<file path="src/rtl/tmr_pkg.sv">
package tmr_pkg;

    localparam logic [2:0] CM_STOP = 3'b000;
    localparam logic [2:0] CM_EDGE = 3'b001;
    localparam logic [2:0] CM_TRIG = 3'b110;

    localparam logic [2:0] OM_LOW    = 3'b000;
    localparam logic [2:0] OM_TOGGLE = 3'b011;
    localparam logic [2:0] OM_GATED  = 3'b111;

    typedef enum logic [2:0] {
        RA_CTRL  = 3'd0,
        RA_LOAD  = 3'd1,
        RA_CMP0  = 3'd2,
        RA_CMP1  = 3'd3,
        RA_COUNT = 3'd4,
        RA_STAT  = 3'd5,
        RA_PSC   = 3'd6
    } reg_addr_e;

    typedef struct packed {
        logic       irq_en;
        logic       cmp_sel;
        logic       src_pin;
        logic [2:0] omode;
        logic [2:0] cmode;
    } ctrl_t;

    localparam int CTRL_W = $bits(ctrl_t);

    function automatic logic mode_is_edge(input logic [2:0] cm);
        return cm == CM_EDGE;
    endfunction

    function automatic logic mode_is_trig(input logic [2:0] cm);
        return cm == CM_TRIG;
    endfunction

endpackage

</file>
<file path="src/rtl/tmr_edge_sync.sv">
module tmr_edge_sync #(
    parameter int N = 2
) (
    input  logic         clk,
    input  logic         rst,
    input  logic [N-1:0] din,
    output logic [N-1:0] rise,
    output logic [N-1:0] lvl
);
    generate
        for (genvar i = 0; i < N; i++) begin : g_bit
            logic s1, s2, s3;
            always_ff @(posedge clk) begin
                if (rst) begin
                    s1 <= 1'b0;
                    s2 <= 1'b0;
                    s3 <= 1'b0;
                end else begin
                    s1 <= din[i];
                    s2 <= s1;
                    s3 <= s2;
                end
            end
            assign rise[i] = s2 & ~s3;
            assign lvl[i]  = s3;
        end
    endgenerate
endmodule

</file>
<file path="src/rtl/tmr_prescaler.sv">
module tmr_prescaler #(
    parameter int PW = 8
) (
    input  logic          clk,
    input  logic          rst,
    input  logic [PW-1:0] div,
    output logic          tick,
    output logic          sq
);
    logic [PW-1:0] pcnt;

    assign tick = (pcnt >= div);

    always_ff @(posedge clk) begin
        if (rst) begin
            pcnt <= '0;
            sq   <= 1'b0;
        end else begin
            pcnt <= tick ? '0 : pcnt + 1'b1;
            if (tick) sq <= ~sq;
        end
    end
endmodule

</file>
<file path="src/rtl/tmr_regs.sv">
module tmr_regs
    import tmr_pkg::*;
#(
    parameter int W  = 16,
    parameter int PW = 8
) (
    input  logic          clk,
    input  logic          rst,
    input  logic          wr_en,
    input  logic [2:0]    addr,
    input  logic [W-1:0]  wr_data,
    output ctrl_t         ctrl,
    output logic [W-1:0]  load_val,
    output logic [W-1:0]  cmp0,
    output logic [W-1:0]  cmp1,
    output logic [PW-1:0] psc_div,
    output logic          cnt_wr,
    output logic          flag_clr
);
    assign cnt_wr   = wr_en && (addr == RA_COUNT);
    assign flag_clr = wr_en && (addr == RA_STAT) && wr_data[0];

    always_ff @(posedge clk) begin
        if (rst) begin
            ctrl     <= '0;
            load_val <= '0;
            cmp0     <= '0;
            cmp1     <= '0;
            psc_div  <= '0;
        end else if (wr_en) begin
            case (addr)
                RA_CTRL: ctrl     <= ctrl_t'(wr_data[CTRL_W-1:0]);
                RA_LOAD: load_val <= wr_data;
                RA_CMP0: cmp0     <= wr_data;
                RA_CMP1: cmp1     <= wr_data;
                RA_PSC:  psc_div  <= wr_data[PW-1:0];
                default: ;
            endcase
        end
    end
endmodule

</file>
<file path="src/rtl/tmr_core.sv">
module tmr_core
    import tmr_pkg::*;
#(
    parameter int W = 16
) (
    input  logic         clk,
    input  logic         rst,
    input  ctrl_t        ctrl,
    input  logic [W-1:0] load_val,
    input  logic [W-1:0] cmp0,
    input  logic [W-1:0] cmp1,
    input  logic         cnt_wr,
    input  logic [W-1:0] wr_data,
    input  logic         flag_clr,
    input  logic         src_tick,
    input  logic         src_lvl,
    input  logic         sec_rise,
    output logic [W-1:0] count,
    output logic         cmp_flag,
    output logic         out_flag,
    output logic         active,
    output logic         go,
    output logic         reload_evt
);
    logic [W-1:0] cmp_act;
    logic         match_now, armed_q, run_q, tog_q;
    logic         in_edge, in_trig;

    assign cmp_act    = ctrl.cmp_sel ? cmp1 : cmp0;
    assign match_now  = (count == cmp_act);
    assign in_edge    = mode_is_edge(ctrl.cmode);
    assign in_trig    = mode_is_trig(ctrl.cmode);
    assign active     = in_edge | (in_trig & run_q);
    assign go         = src_tick & active & ~cnt_wr;
    assign reload_evt = go & (armed_q | match_now);

    always_ff @(posedge clk) begin
        if (rst) begin
            count    <= '0;
            armed_q  <= 1'b0;
            cmp_flag <= 1'b0;
            run_q    <= 1'b0;
            tog_q    <= 1'b0;
        end else begin
            if (cnt_wr)          count <= wr_data;
            else if (reload_evt) count <= load_val;
            else if (go)         count <= count + 1'b1;

            if (cnt_wr || go) armed_q <= 1'b0;
            else              armed_q <= armed_q | match_now;

            if (reload_evt)    cmp_flag <= 1'b1;
            else if (flag_clr) cmp_flag <= 1'b0;

            if (!in_trig)        run_q <= 1'b0;
            else if (reload_evt) run_q <= 1'b0;
            else if (sec_rise)   run_q <= 1'b1;

            if (reload_evt && ctrl.omode == OM_TOGGLE) tog_q <= ~tog_q;
        end
    end

    always_comb begin
        case (ctrl.omode)
            OM_TOGGLE: out_flag = tog_q;
            OM_GATED:  out_flag = active & src_lvl;
            default:   out_flag = 1'b0;
        endcase
    end
endmodule

</file>
<file path="src/rtl/tmr_channel.sv">
module tmr_channel
    import tmr_pkg::*;
#(
    parameter int W  = 16,
    parameter int PW = 8
) (
    input  logic         clk,
    input  logic         rst,
    input  logic         wr_en,
    input  logic [2:0]   addr,
    input  logic [W-1:0] wr_data,
    output logic [W-1:0] rd_data,
    input  logic         pri_in,
    input  logic         sec_in,
    output logic         out_flag,
    output logic         cmp_irq
);
    ctrl_t         ctrl;
    logic [W-1:0]  load_val, cmp0, cmp1, count;
    logic [PW-1:0] psc_div;
    logic          cnt_wr, flag_clr;
    logic [1:0]    pin_rise, pin_lvl;
    logic          psc_tick, psc_sq;
    logic          src_tick, src_lvl;
    logic          cmp_flag, active, go, reload_evt;

    tmr_regs #(.W(W), .PW(PW)) u_regs (
        .clk(clk), .rst(rst), .wr_en(wr_en), .addr(addr), .wr_data(wr_data),
        .ctrl(ctrl), .load_val(load_val), .cmp0(cmp0), .cmp1(cmp1),
        .psc_div(psc_div), .cnt_wr(cnt_wr), .flag_clr(flag_clr)
    );

    tmr_edge_sync #(.N(2)) u_sync (
        .clk(clk), .rst(rst), .din({sec_in, pri_in}),
        .rise(pin_rise), .lvl(pin_lvl)
    );

    tmr_prescaler #(.PW(PW)) u_psc (
        .clk(clk), .rst(rst), .div(psc_div), .tick(psc_tick), .sq(psc_sq)
    );

    assign src_tick = ctrl.src_pin ? pin_rise[0] : psc_tick;
    assign src_lvl  = ctrl.src_pin ? pin_lvl[0]  : psc_sq;

    tmr_core #(.W(W)) u_core (
        .clk(clk), .rst(rst), .ctrl(ctrl), .load_val(load_val),
        .cmp0(cmp0), .cmp1(cmp1), .cnt_wr(cnt_wr), .wr_data(wr_data),
        .flag_clr(flag_clr), .src_tick(src_tick), .src_lvl(src_lvl),
        .sec_rise(pin_rise[1]), .count(count), .cmp_flag(cmp_flag),
        .out_flag(out_flag), .active(active), .go(go), .reload_evt(reload_evt)
    );

    assign cmp_irq = cmp_flag & ctrl.irq_en;

    always_comb begin
        rd_data = '0;
        case (addr)
            RA_CTRL:  rd_data[CTRL_W-1:0] = ctrl;
            RA_LOAD:  rd_data = load_val;
            RA_CMP0:  rd_data = cmp0;
            RA_CMP1:  rd_data = cmp1;
            RA_COUNT: rd_data = count;
            RA_STAT:  rd_data[2:0] = {active, out_flag, cmp_flag};
            RA_PSC:   rd_data[PW-1:0] = psc_div;
            default:  rd_data = '0;
        endcase
    end
endmodule

</file>
<file path="config.mk">
export PLATFORM = sky130hd
export DESIGN_NAME = tmr_channel
export DESIGN_NICKNAME = d
export VERILOG_FILES = /design/src/rtl/tmr_pkg.sv /design/src/rtl/tmr_edge_sync.sv /design/src/rtl/tmr_prescaler.sv /design/src/rtl/tmr_regs.sv /design/src/rtl/tmr_core.sv /design/src/rtl/tmr_channel.sv
export SDC_FILE = /design/constraint.sdc
export NUM_CORES = 1
export LEC_CHECK = 0
export BUFFER_PORTS_ARGS = -buffer_cell sky130_fd_sc_hd__buf_2
export CAP_MARGIN = 15
export CORE_UTILIZATION = 55
export DETAILED_ROUTE_END_ITERATION = 8
export PLACE_DENSITY = 0.74
export SLEW_MARGIN = 20
export SYNTH_ARGS = -nofsm -noshare
export SYNTH_HDL_FRONTEND = slang
export SYNTH_SLANG_ARGS = --single-unit
</file>
<file path="constraint.sdc">
create_clock -name clk -period 4.1 [get_ports clk]
set_input_delay 0.41 -clock clk [delete_from_list [all_inputs] [get_ports clk]]
set_output_delay 0.41 -clock clk [all_outputs]
set_load 0.1 [all_outputs]
</file>
==> out/metrics.yaml <==
run_status:
  outcome: "finished, final reports clean"
timing:
  tightest_slew_ps: 1070
  period_share_pct: 71.7
  timing.final.ws_setup_ps: 1160
  report.final.hold_viol_count: 0
  maxSlewHeadroom_pct: 28.6
  fin_skew_ps: 8.95
  rsz0062_at_grt: "false"
  fin_crit_ps: 2940
  setup_viol: 0
  slew_viol_final: 0
  max_freq_ghz: 0.340
  fin_setup_tns_ps: 0
power_and_ir_drop:
  ir_drop_mv: 0.287
  sequentialPowerShare_pct: 51.1
  swShare_pct: 28.2
  comb_power_share_pct: 13.4
  power_density_mw_per_mm2: 339
  p_leak_nw: 2.10
  power_mw: 2.00
  clkPwrFrac_pct: 35.5
  p_int_mw: 1.44
  switching_power_uw: 564
cts:
  cts_resized: 0
  cts_tree: "done"
  clock_sinks: 100
  clk_latency_ps: 390
  clock_path_buffers: 2
  cts_made_buffers: 9
  cts_hold_buf: 0
  htreeDepth: 3
  clkTransAtPathRegs_ps: 90
  root_buffer: "clkbuf_8"
  cts_setup_buffers: 0
run:
  maxCapViolCount: 0
synth:
  synth.area.mux_share_pct: 9.50
  yosysMostFrequentCell: "nand2_1"
  yosys.area.top_type: "dfxtp_1"
  synth-main-ff-cell: "dfxtp_1"
  synth_compound_area_share_pct: 16.3
  synth_common_cells: "nand2_1, dfxtp_1, a21oi_1, clkbuf_1, nor2_1"
  avgSynthCellArea_sq_um: 8.02
  synth_xor_area_share_pct: 5.93
  synth_enable_flop_cells: 0
  synthAdderAreaFrac_pct: 2.29
  synth_top_area_share_pct: 36.6
  seq_area_frac_synth_pct: 36.6
  yosys_warnings: 0
  syn-cell-area_sq_mm: 0.00547
  synthTopCellsByArea: "dfxtp_1, nand2_1, a21oi_1"
  synthSimpleGateAreaFrac_pct: 24.4
  synth-seq-cells: 100
  syn_nets: 716
  syn_inst: 682
  ys_async_sr_fraction_pct: 0
  synth_top_family_by_area: "simple AND/OR/NAND/NOR gates"
  ys_types: 48
final_layout:
  drive_gt1_share_pct: 13.1
  syn2layout_area_growth_pct: 8.03
  fin_nets: 729
  nFillCells: 883
  final_core_util_pct: 61.0
  diodes: 0
global_route:
  grt.total_usage_pct: 32.6
  grt_pass1_wl_mm: 25.2
  grt_pass1_vias: 4676
  grt_max_degree: 43
  gr-total-overflow: 0
  antenna_found_initial: 0
route:
  wl_per_cell_um: 19.1
  vias: 5148
  drcViolationCount: 0
  routed_wl_mm: 15.9
  postRouteAntennaNets: 0
  via_per_inst: 6.18
  drt_pass1_iterations: 6
  drtIter0Drc: 485
die:
  die_area_sq_mm: 0.0103
  ioPinCount: 42
  core_area_sq_mm: 0.00968
  fp-row-count: 36
  start_util_pct: 56.5
  die_h_um: 102
  die_w_um: 102
placed_design:
  io_buffers: 41
  gp_congestion: 0.957
  dp_worst_setup_slack_ps: 1240
  hpwl_mm: 11.1
critical_path:
  worstSetupPathType: "flop to flop"
  endpoint_kind: "flop"
  reg2reg_slack_ps: 1160
  crit_path_start_kind: "flop"
  required_ps: 4430
  worst_ep_arrival_time_ps: 3270
  crit_path_max_fanout: 21
worst_hold_path:
  min_path_type: "input pin to flop"
cells by family (layout without fill, tap and decap cells):
| group | after synthesis | count (layout) |
|---|---|---|
| flops | 100 | 100 |
| compound gates | 139 | 139 |
| xor+xnor | 37 | 37 |
| simple gates | 289 | 289 |
| fa+ha+maj | 10 | 10 |
| buf+inv | 61 | 79 |
| mux | 46 | 46 |
flip-flops by register name, summed over array words and instances, names as in the netlist:
| signal | flops |
|---|---|
| u_regs.cmp1 | 16 |
| u_core.cmp_flag | 1 |
| u_regs.ctrl | 9 |
| u_core.armed_q | 1 |
| u_sync.g_bit.s2 | 2 |
| u_sync.g_bit.s1 | 2 |
| u_regs.cmp0 | 16 |
| u_core.count | 16 |
| u_regs.psc_div | 8 |
| u_psc.sq | 1 |
| u_sync.g_bit.s3 | 2 |
| u_core.tog_q | 1 |
| u_psc.pcnt | 8 |
| u_regs.load_val | 16 |
| u_core.run_q | 1 |
final timing paths:
| path | from | to | cells past startpoint |
|---|---|---|---|
| max | u_regs.ctrl[7]$_SDFFE_PP0P_ | u_core.count[10]$_SDFFE_PP0P_ | 6 |
| min | sec_in | u_sync.g_bit[1].s1$_SDFF_PP0_ | 2 |
| max reg2reg | u_regs.ctrl[7]$_SDFFE_PP0P_ | u_core.count[10]$_SDFFE_PP0P_ | 6 |
| min reg2reg | u_sync.g_bit[1].s1$_SDFF_PP0_ | u_sync.g_bit[1].s2$_SDFF_PP0_ | 1 |
cells in the final DEF (no fill, tap or decap), types with 6 or more instances in the layout:
master / n
nand3b_1: 8
a32oi_1: 10
mux2_2: 16
mux2i_1: 26
o22ai_1: 6
nand4_1: 15
inv_1: 14
buf_4: 8
buf_2: 41
a22oi_1: 16
xnor2_1: 11
nand2b_1: 7
xor2_1: 26
nor3_1: 8
nand2_1: 164
ha_1: 10
nand3_1: 19
nor2_1: 29
dfxtp_1: 100
a21oi_1: 72
o21ai_0: 10
clkbuf_8: 10
nor2b_1: 14
critical path, cell delays in order, from the launching register on:
cell	delay (ps)
dfxtp_1	1000
mux2i_1	310
xor2_1	180
nand4_1	210
o41a_4	690
nor3_4	280
a221o_1	210
stage by stage:
step	cells	hold slack (ps)	cell area [sq um]
global route	833	228	5910
floorplan	682	414	5470
global placement	817	417	5690
CTS	833	217	5910
detailed placement	817	429	5690
finish	833	227	5910
cell type report:
type	instances	area (sq um)	area share [%]
clock buffer	12	145	2.46
clock inverter	4	72.6	1.23
sequential	100	2000	33.9
inverter	14	52.6	0.890
tap	133	166	2.82
timing repair buffer	49	265	4.49
multi-input combinational	521	3200	54.2
power groups by stage:
stage	clock network (mW)	registers, mW	logic, mW
6_report	0.710	1.02	0.269
5_1_grt	0.749	1.02	0.286
4_1_cts	0.717	1.02	0.263
3_5_place_dp	0	1.04	0.262
3_3_place_gp	0	1.04	0.256
2_1_floorplan	0	1.03	0.211
metal layers:
metal | wire (um) | track usage, % | share of wire [%]
met4 | 442 | 13.7 | 2.8
met2 | 7330 | 50.6 | 46
met1 | 6690 | 43.9 | 42
met3 | 1480 | 7.11 | 9.3
met5 | 0 | 0 | 0
(Power assumes the default switching activity.)
